File: config.mk
export PLATFORM = sky130hd
export DESIGN_NAME = err_pin_ctrl
export DESIGN_NICKNAME = d
export VERILOG_FILES = /design/src/rtl/err_pin_pkg.sv /design/src/rtl/err_pin_prescaler.sv /design/src/rtl/err_pin_interval.sv /design/src/rtl/err_pin_fsm.sv /design/src/rtl/err_pin_ctrl.sv
export SDC_FILE = /design/constraint.sdc
export NUM_CORES = 1
export LEC_CHECK = 0
export BUFFER_PORTS_ARGS = -buffer_cell sky130_fd_sc_hd__buf_2
export CORE_MARGIN = 1
export CORE_UTILIZATION = 30
export DETAILED_ROUTE_END_ITERATION = 8
export RECOVER_POWER = 100
export SLEW_MARGIN = 20
export SYNTH_ARGS = -nofsm -noshare
export SYNTH_HDL_FRONTEND = slang
export SYNTH_SLANG_ARGS = --single-unit
File: constraint.sdc
create_clock -name clk_i -period 3.15 [get_ports clk_i]
set_clock_uncertainty 0.1 [all_clocks]
set_input_delay 0 -clock clk_i [delete_from_list [all_inputs] [get_ports clk_i]]
set_output_delay 0 -clock clk_i [all_outputs]
set_load 0.02 [all_outputs]
File: src/rtl/err_pin_pkg.sv
package err_pin_pkg;
  typedef enum logic [1:0] {
    ST_RESET = 2'd0,
    ST_IDLE  = 2'd1,
    ST_ERROR = 2'd2,
    ST_WAIT  = 2'd3
  } pin_state_e;

  localparam int KEY_W = 4;
  localparam logic [KEY_W-1:0] KEY_NORMAL = 4'h0;
  localparam logic [KEY_W-1:0] KEY_FORCE  = 4'hA;
  localparam logic [KEY_W-1:0] KEY_CLEAR  = 4'h5;
endpackage

File: src/rtl/err_pin_prescaler.sv
module err_pin_prescaler #(
  parameter int PRE_W = 8
) (
  input  logic             clk_i,
  input  logic             rst_ni,
  input  logic             restart_i,
  input  logic [PRE_W-1:0] prescale_i,
  output logic             tick_o
);
  logic [PRE_W-1:0] cnt_q;

  assign tick_o = (cnt_q >= prescale_i);

  always_ff @(posedge clk_i or negedge rst_ni) begin
    if (!rst_ni)        cnt_q <= '0;
    else if (restart_i) cnt_q <= '0;
    else if (tick_o)    cnt_q <= '0;
    else                cnt_q <= cnt_q + 1'b1;
  end
endmodule

File: src/rtl/err_pin_interval.sv
module err_pin_interval #(
  parameter int CNT_W = 16
) (
  input  logic             clk_i,
  input  logic             rst_ni,
  input  logic             clr_i,
  input  logic             load_i,
  input  logic [CNT_W-1:0] load_val_i,
  input  logic             tick_i,
  output logic             expired_o
);
  logic [CNT_W-1:0] cnt_q;

  assign expired_o = (cnt_q == '0);

  always_ff @(posedge clk_i or negedge rst_ni) begin
    if (!rst_ni)                   cnt_q <= '0;
    else if (clr_i)                cnt_q <= '0;
    else if (load_i)               cnt_q <= load_val_i;
    else if (tick_i && !expired_o) cnt_q <= cnt_q - 1'b1;
  end
endmodule

File: src/rtl/err_pin_fsm.sv
module err_pin_fsm
  import err_pin_pkg::*;
(
  input  logic       clk_i,
  input  logic       rst_ni,
  input  logic       soft_rst_i,
  input  logic       enable_i,
  input  logic       pending_i,
  input  logic       clear_i,
  input  logic       expired_i,
  output pin_state_e state_o,
  output logic       load_o
);
  pin_state_e state_q, state_d;

  assign state_o = state_q;
  assign load_o  = (state_q == ST_IDLE) && enable_i && pending_i && !soft_rst_i;

  always_comb begin
    state_d = state_q;
    if (soft_rst_i) begin
      state_d = ST_IDLE;
    end else begin
      unique case (state_q)
        ST_RESET: state_d = ST_IDLE;
        ST_IDLE:  if (enable_i && pending_i) state_d = ST_ERROR;
        // CLEAR is consumed here; pending at that moment keeps ERROR
        ST_ERROR: if (clear_i && !pending_i) state_d = expired_i ? ST_IDLE : ST_WAIT;
        ST_WAIT: begin
          if (pending_i)      state_d = ST_ERROR;
          else if (expired_i) state_d = ST_IDLE;
        end
        default:  state_d = ST_IDLE;
      endcase
    end
  end

  always_ff @(posedge clk_i or negedge rst_ni) begin
    if (!rst_ni) state_q <= ST_RESET;
    else         state_q <= state_d;
  end
endmodule

File: src/rtl/err_pin_ctrl.sv
module err_pin_ctrl
  import err_pin_pkg::*;
#(
  parameter int N_EVT = 8,
  parameter int CNT_W = 16,
  parameter int PRE_W = 8
) (
  input  logic             clk_i,
  input  logic             rst_ni,
  input  logic             soft_rst_i,
  input  logic             enable_i,
  input  logic [N_EVT-1:0] evt_raw_i,
  input  logic [N_EVT-1:0] evt_pin_en_i,
  input  logic [CNT_W-1:0] min_cnt_i,
  input  logic [PRE_W-1:0] prescale_i,
  input  logic             key_wr_i,
  input  logic [3:0]       key_i,
  output logic             err_n_o,
  output logic             pin_sts_o,
  output logic [1:0]       state_o
);
  logic [N_EVT-1:0] hit;
  logic             pending;
  logic             clear_stb;
  logic             force_q;
  logic             load;
  logic             tick;
  logic             expired;
  pin_state_e       state;

  for (genvar i = 0; i < N_EVT; i++) begin : g_hit
    assign hit[i] = evt_raw_i[i] & evt_pin_en_i[i];
  end
  assign pending = |hit;

  assign clear_stb = key_wr_i && (key_i == KEY_CLEAR);

  always_ff @(posedge clk_i or negedge rst_ni) begin
    if (!rst_ni)                               force_q <= 1'b0;
    else if (soft_rst_i)                       force_q <= 1'b0;
    else if (key_wr_i && key_i == KEY_FORCE)   force_q <= 1'b1;
    else if (key_wr_i && key_i == KEY_NORMAL)  force_q <= 1'b0;
  end

  err_pin_prescaler #(.PRE_W(PRE_W)) u_pre (
    .clk_i      (clk_i),
    .rst_ni     (rst_ni),
    .restart_i  (load),
    .prescale_i (prescale_i),
    .tick_o     (tick)
  );

  err_pin_interval #(.CNT_W(CNT_W)) u_ivl (
    .clk_i      (clk_i),
    .rst_ni     (rst_ni),
    .clr_i      (soft_rst_i),
    .load_i     (load),
    .load_val_i (min_cnt_i),
    .tick_i     (tick),
    .expired_o  (expired)
  );

  err_pin_fsm u_fsm (
    .clk_i      (clk_i),
    .rst_ni     (rst_ni),
    .soft_rst_i (soft_rst_i),
    .enable_i   (enable_i),
    .pending_i  (pending),
    .clear_i    (clear_stb),
    .expired_i  (expired),
    .state_o    (state),
    .load_o     (load)
  );

  assign pin_sts_o = (state == ST_ERROR) || (state == ST_WAIT);
  assign err_n_o   = !(pin_sts_o || (state == ST_RESET) || force_q);
  assign state_o   = state;
endmodule

* Word-level counts from Yosys, hierarchy flattened
Index checks and enable logic that the tools add are counted.
** Storage, ports and cells
- Memory bits (writable) :: 0
- Bits of input ports :: 49
- Memories kept :: 0
- Latch bits :: 0
- Register bits :: 27
- Logic and storage cells :: 61
- Output and inout port bits :: 4
- ROM bits :: 0
** Cells by class
- Equality and inequality tests :: 8
- Add/sub/neg operators :: 2
- Shifts and indexed selects :: 0
- Reduce and logical (&&, ||, !) cells :: 23
- $mul :: 0
- Bitwise operators :: 8
- Divide/modulo/power cells :: 0
- Muxes and demuxes :: 15
- $lt $le $gt $ge :: 1
** Operator list (number)
- $mux W16 :: 3
- $logic_not A16 Y1 :: 1
- $mux W8 :: 2
- $sub A16 B1 Y16 const B :: 1
- $mux W2 :: 6
- $logic_and A1 B1 Y1 :: 9
- $add A8 B1 Y8 const B :: 1
- $and A1 B1 Y1 :: 8
- $ge A8 B8 Y1 :: 1
- $pmux W2 S4 :: 1
- $reduce_or A8 Y1 :: 1
- $reduce_bool A3 Y1 :: 2
- $eq A2 B2 Y1 const B :: 2
- $eq A4 B3 Y1 const B :: 1
- $eq A4 B4 Y1 const B :: 1
- $logic_not A1 Y1 :: 4
- $logic_not A4 Y1 :: 1
- $ne A4 B2 Y1 const B :: 1
- $logic_or A1 B1 Y1 :: 3
- $mux W1 :: 3
- $ne A3 B2 Y1 const B :: 1
- $ne A3 B3 Y1 const B :: 1
- $reduce_and A3 Y1 :: 1
- $eq A2 B1 Y1 const B :: 1
- $logic_not A2 Y1 :: 1

* Depth between registers and ports, before layout
- Depth in word-level cells :: 7
- Depth in mapped cells :: 9
- Mapped depth without buffers :: 8

* By module
A second synthesis with hierarchy kept.
** Second synthesis, totals
- Cells, all modules :: 208
- Area total of the unflattened synthesis :: 1879.3 sq um
** Modules (own cells, without submodules)
- err_pin_interval :: sequential area each 400.4 sq um, times used 1, cells an instance 124, area an instance 1072.3 sq um
- err_pin_prescaler :: sequential area each 200.2 sq um, times used 1, cells an instance 60, area an instance 574.3 sq um
- err_pin_ctrl :: sequential area each 25.0 sq um, times used 1, cells an instance 15, area an instance 127.6 sq um
- err_pin_fsm :: sequential area each 50.0 sq um, times used 1, cells an instance 9, area an instance 105.1 sq um

* Worst setup path after synthesis
OpenSTA, ideal clock, no wires.
- Path type :: register to register
- From :: reg u_pre.cnt_q[0]
- To :: reg u_ivl.cnt_q[2]
- Path slack :: 0.702 ns
- Library setup time :: 0.094 ns
- Data arrival time :: 2.254 ns
- Cell stages (with the launch flop) :: 10
- Data required time :: 2.956 ns
- Buffers on the path :: 1
- Clock period less this slack :: 2.448 ns
- Cells stage by stage :: dfrtp_1 > inv_1 > ha_1 > nand2b_1 > a2111o_1 > a311o_1 > and3_1 > buf_6 > xnor2_1 > a211oi_1
** On the way
- Word-level cells in the longest chain between the ends :: 3
** Ends and longest elaborated chain
- from (decl) :: RTL line err_pin_prescaler.sv:10 : logic [PRE_W-1:0] cnt_q;
- from (signal assigned) :: RTL line err_pin_prescaler.sv:18 : else cnt_q <= cnt_q + 1'b1;
- $ge A8 B8 Y1 :: RTL line err_pin_prescaler.sv:12 : assign tick_o = (cnt_q >= prescale_i);
- $logic_and A1 B1 Y1 :: RTL line err_pin_interval.sv:20 : else if (tick_i && !expired_o) cnt_q <= cnt_q - 1'b1;
- $reduce_bool A3 Y1 (no line)
- to (signal assigned) :: RTL line err_pin_interval.sv:19 : else if (load_i) cnt_q <= load_val_i;
- to (signal assigned) :: RTL line err_pin_interval.sv:20
- to (decl) :: RTL line err_pin_interval.sv:12 : logic [CNT_W-1:0] cnt_q;
No other way between the ends.
A chain may end at the register's enable or synchronous reset.

* Final worst setup path
- From :: reg u_pre.cnt_q[0]
- To :: reg u_ivl.cnt_q[13]
Same word-level chain as after synthesis.

==> results.md <==
* Status: completed
* CP dominant cell by count: a2111o_1
* Largest net degree at the start of global routing at 28
* Finish-stage setup viols at 0
* Num rows at 28
* Register bit total from synthesis at 27
* Gate count of the mapped netlist at 214
* RSZ-0062 raised after global routing: false
* Initial cell density of the core at 0.3143
* Max Cap Violations at 0
* Flop2flop setup slack at 0.49 ns
* Critical path peak fanout at 6
* DR vias/cell at 5.120
* Vias in the first global route at 1697
* CP required at 3.26 ns
* P_leak at 1.141 nW
* ANT cells at 0
* GPL Wtd Cong at 0.7889
* Share of layout cells above drive strength 1 at 0.1802
* Worst-Margin Slew at 1.486 ns
* CP arrival at 2.77 ns
* Yosys warning total at 0
* Hold depth at 4
* Routed vias at 1833
* Final Util at 0.4032
* Worst skew pair latency at 0.27 ns
* Initial antenna violation count at 0
* CTS tree: built
* Post-CTS Setup Repair Bufs at 0
* Final Hold Vio Count at 0
* Slew margin rel. at 0.009505
* Global-route wire length before repair at 7948 microns
* Achievable Freq at 0.3759 GHz
* Area Growth Syn to Fin at 28.28%
* Final worst slack at 0.4894 ns
* Detailed placement HPWL at 3497 microns
* 1st-iter DRT viols at 60
* Post-synth cell types at 43
* Fin nets at 344
* Synth area leaders: dfrtp_1 (36%), ha_1 (7.4%), nand3_1 (5.3%)
* Final Slew Violations at 0
* Post-synth top area share at 0.3610
* Clock Sinks at 27
* Hold_sp: key_i[3]
* Post-Synth Adder-Cell Area at 0.07353
* Clock Root Buffer: clkbuf_8
* Area leader, netlist: dfrtp_1
* Worst slack, placed at 0.5610 ns
* R2R cell count at 8
* DRT Pass-1 Iters at 4
* CP Launch Point: u_pre.cnt_q[0]
* Crit Path Class: reg -> reg
* CP startpoint kind: register
* Crit-path cells: inv_1, ha_1, nand2b_1, a2111o_1, a311oi_1, nor2_1, a2111o_1, nand3_1
* Mux contribution to synthesized area at 0
* Drt drc at 0
* Cell area after synthesis at 1872 sq um
* Overflow left after global routing at 0
* H-tree levels at 1
* Die footprint at 6559 sq um
* Post-synthesis sequential area ratio at 0.3610
* CP endpoint kind: register
* IO Pins at 53
* Worst reg2reg startpoint: u_pre.cnt_q[0]
* Hold buffers post-CTS at 20
* Xor/xnor share of the synthesized area at 0.05147
* Post-synth ARST share at 1.000
* Worst path slowest cell: a311oi_1
* Chip width at 80.99 microns
* Drt total wl at 4642 microns
* Syn nets at 274
* Count leader, synth: dfrtp_1
* Simple-Gate Fraction of Synth Area at 0.2908
* Post-route clock period utilization at 0.8446
* Clock Pin Slew Worst Setup and Hold Paths at 0.09 ns
* Antenna-violating nets left at 0
* I/O Buffers at 52
* CTS buffer count at 3
* Compound-Gate Fraction of Synth Area at 0.1771
* Number of flops mapped to enable cells by yosys at 0
* Setup TNS at 0 ns
* Pwr/cell area at 461.9 nW/um^2
* CP peak stage delay at 0.49 ns
* Top_reg_cell synth: dfrtp_1
* Mean Syn Cell Area at 8.747 sq um
* Main combinational cell family by area after synthesis: simple AND/OR/NAND/NOR gates
* CORE AREA at 5956 sq um
* Synth cell count leaders: dfrtp_1 (27), nand3_1 (20), nor2_1 (19), nand2_1 (15), inv_1 (13)
* Die Ht at 80.99 microns
* Final Critical Period at 2.661 ns
* Max VDD drop at 0.0002162 V
* Routed len/inst at 12.97 microns
* GRT Total Usage at 0.1540
* Post-CTS Resized at 0
* Clk buf depth at 2
* HP Class: in -> reg
==> flip-flops by register name, summed over array words and instances, names as in the netlist <==
register and flops:
u_fsm.state_o 2, u_pre.cnt_q 8, force_q 1, u_ivl.cnt_q 16
==> layout make-up <==
type	count	area (sq um)
inverter	13	48.80
timing repair buffer	73	457.9
fill	617	3555
tap	75	93.84
multi-input combinational	166	1080
sequential	27	675.6
clock buffer	4	45.04
==> routing by layer <==
metal  vias up  global-route usage  part of all wire
met2        49              0.2395              0.45
met5         -                   0                 0
li1        930                   -                 -
met3         4             0.02135             0.048
met4         0             0.03036             0.010
met1       850              0.2258              0.49
==> placed cells by master, fill, tap and decap left out, drive strengths merged, types with 2 or more instances in the layout <==
cell         instances
buf                 47
dfrtp               27
nor2                20
nand3               20
dlygate4sd3         20
nand2               15
inv                 13
nor3                12
ha                  11
clkbuf              10
o21ai                9
and3                 6
xor2                 6
nand4                5
xnor2                5
nor3b                5
a22oi                4
a21oi                4
o31ai                4
a22o                 4
nand2b               3
a2111o               3
a311oi               3
nand3b               3
a31oi                2
a21o                 2
or4                  2
nor2b                2
a32oi                2
nand4b               2
or3                  2
a211oi               2
==> where the power goes <==
part           internal, mW  total, mW  switching, mW  leakage [nW]
Clock                0.0905      0.199          0.108        0.0228
Combinational         0.193      0.440          0.247         0.761
Sequential            0.404      0.471         0.0666         0.358
Total                 0.687       1.11          0.422          1.14
==> cells by family after synthesis <==
family | after synthesis
AO/OA/AOI/OAI | 44
XOR/XNOR | 11
adder cells (fa/ha/maj) | 11
buffers and inverters | 21
flip-flops | 27
AND/OR/NAND/NOR | 100
==> path summary, 6_finish.rpt <==
| kind | to |
|---|---|
| worst max-delay path | u_ivl.cnt_q[13] |
| worst min-delay path | u_fsm.state_o[0] |
| worst max register to register | u_ivl.cnt_q[13] |
| worst min register to register | u_pre.cnt_q[0] |
| max in group asynchronous | u_ivl.cnt_q[3] |
| min in group asynchronous | u_pre.cnt_q[2] |
==> critical path, delay by kind of cell (launching register included) <==
kind | cells | cell delay (ns)
adder cells (fa/ha/maj) | 1 | 0.26
AO/OA/AOI/OAI | 3 | 1.33
flip-flops | 1 | 0.43
AND/OR/NAND/NOR | 3 | 0.43
buffers and inverters | 1 | 0.06
==> stage by stage <==
stage / std cells / area, sq um / total power [mW] / hold slack [ns]
4_1_cts: 358 / 2441 / 1.145 / 0.02009
5_1_grt: 358 / 2401 / 1.198 / 0.1076
2_1_floorplan: 214 / 1872 / 0.7938 / -0.3956
3_5_place_dp: 334 / 2196 / 0.9230 / -0.03956
3_3_place_gp: 334 / 2196 / 0.9147 / -0.04683
6_report: 358 / 2401 / 1.109 / 0.03851
No activity file was read; power rests on OpenSTA's default activity.
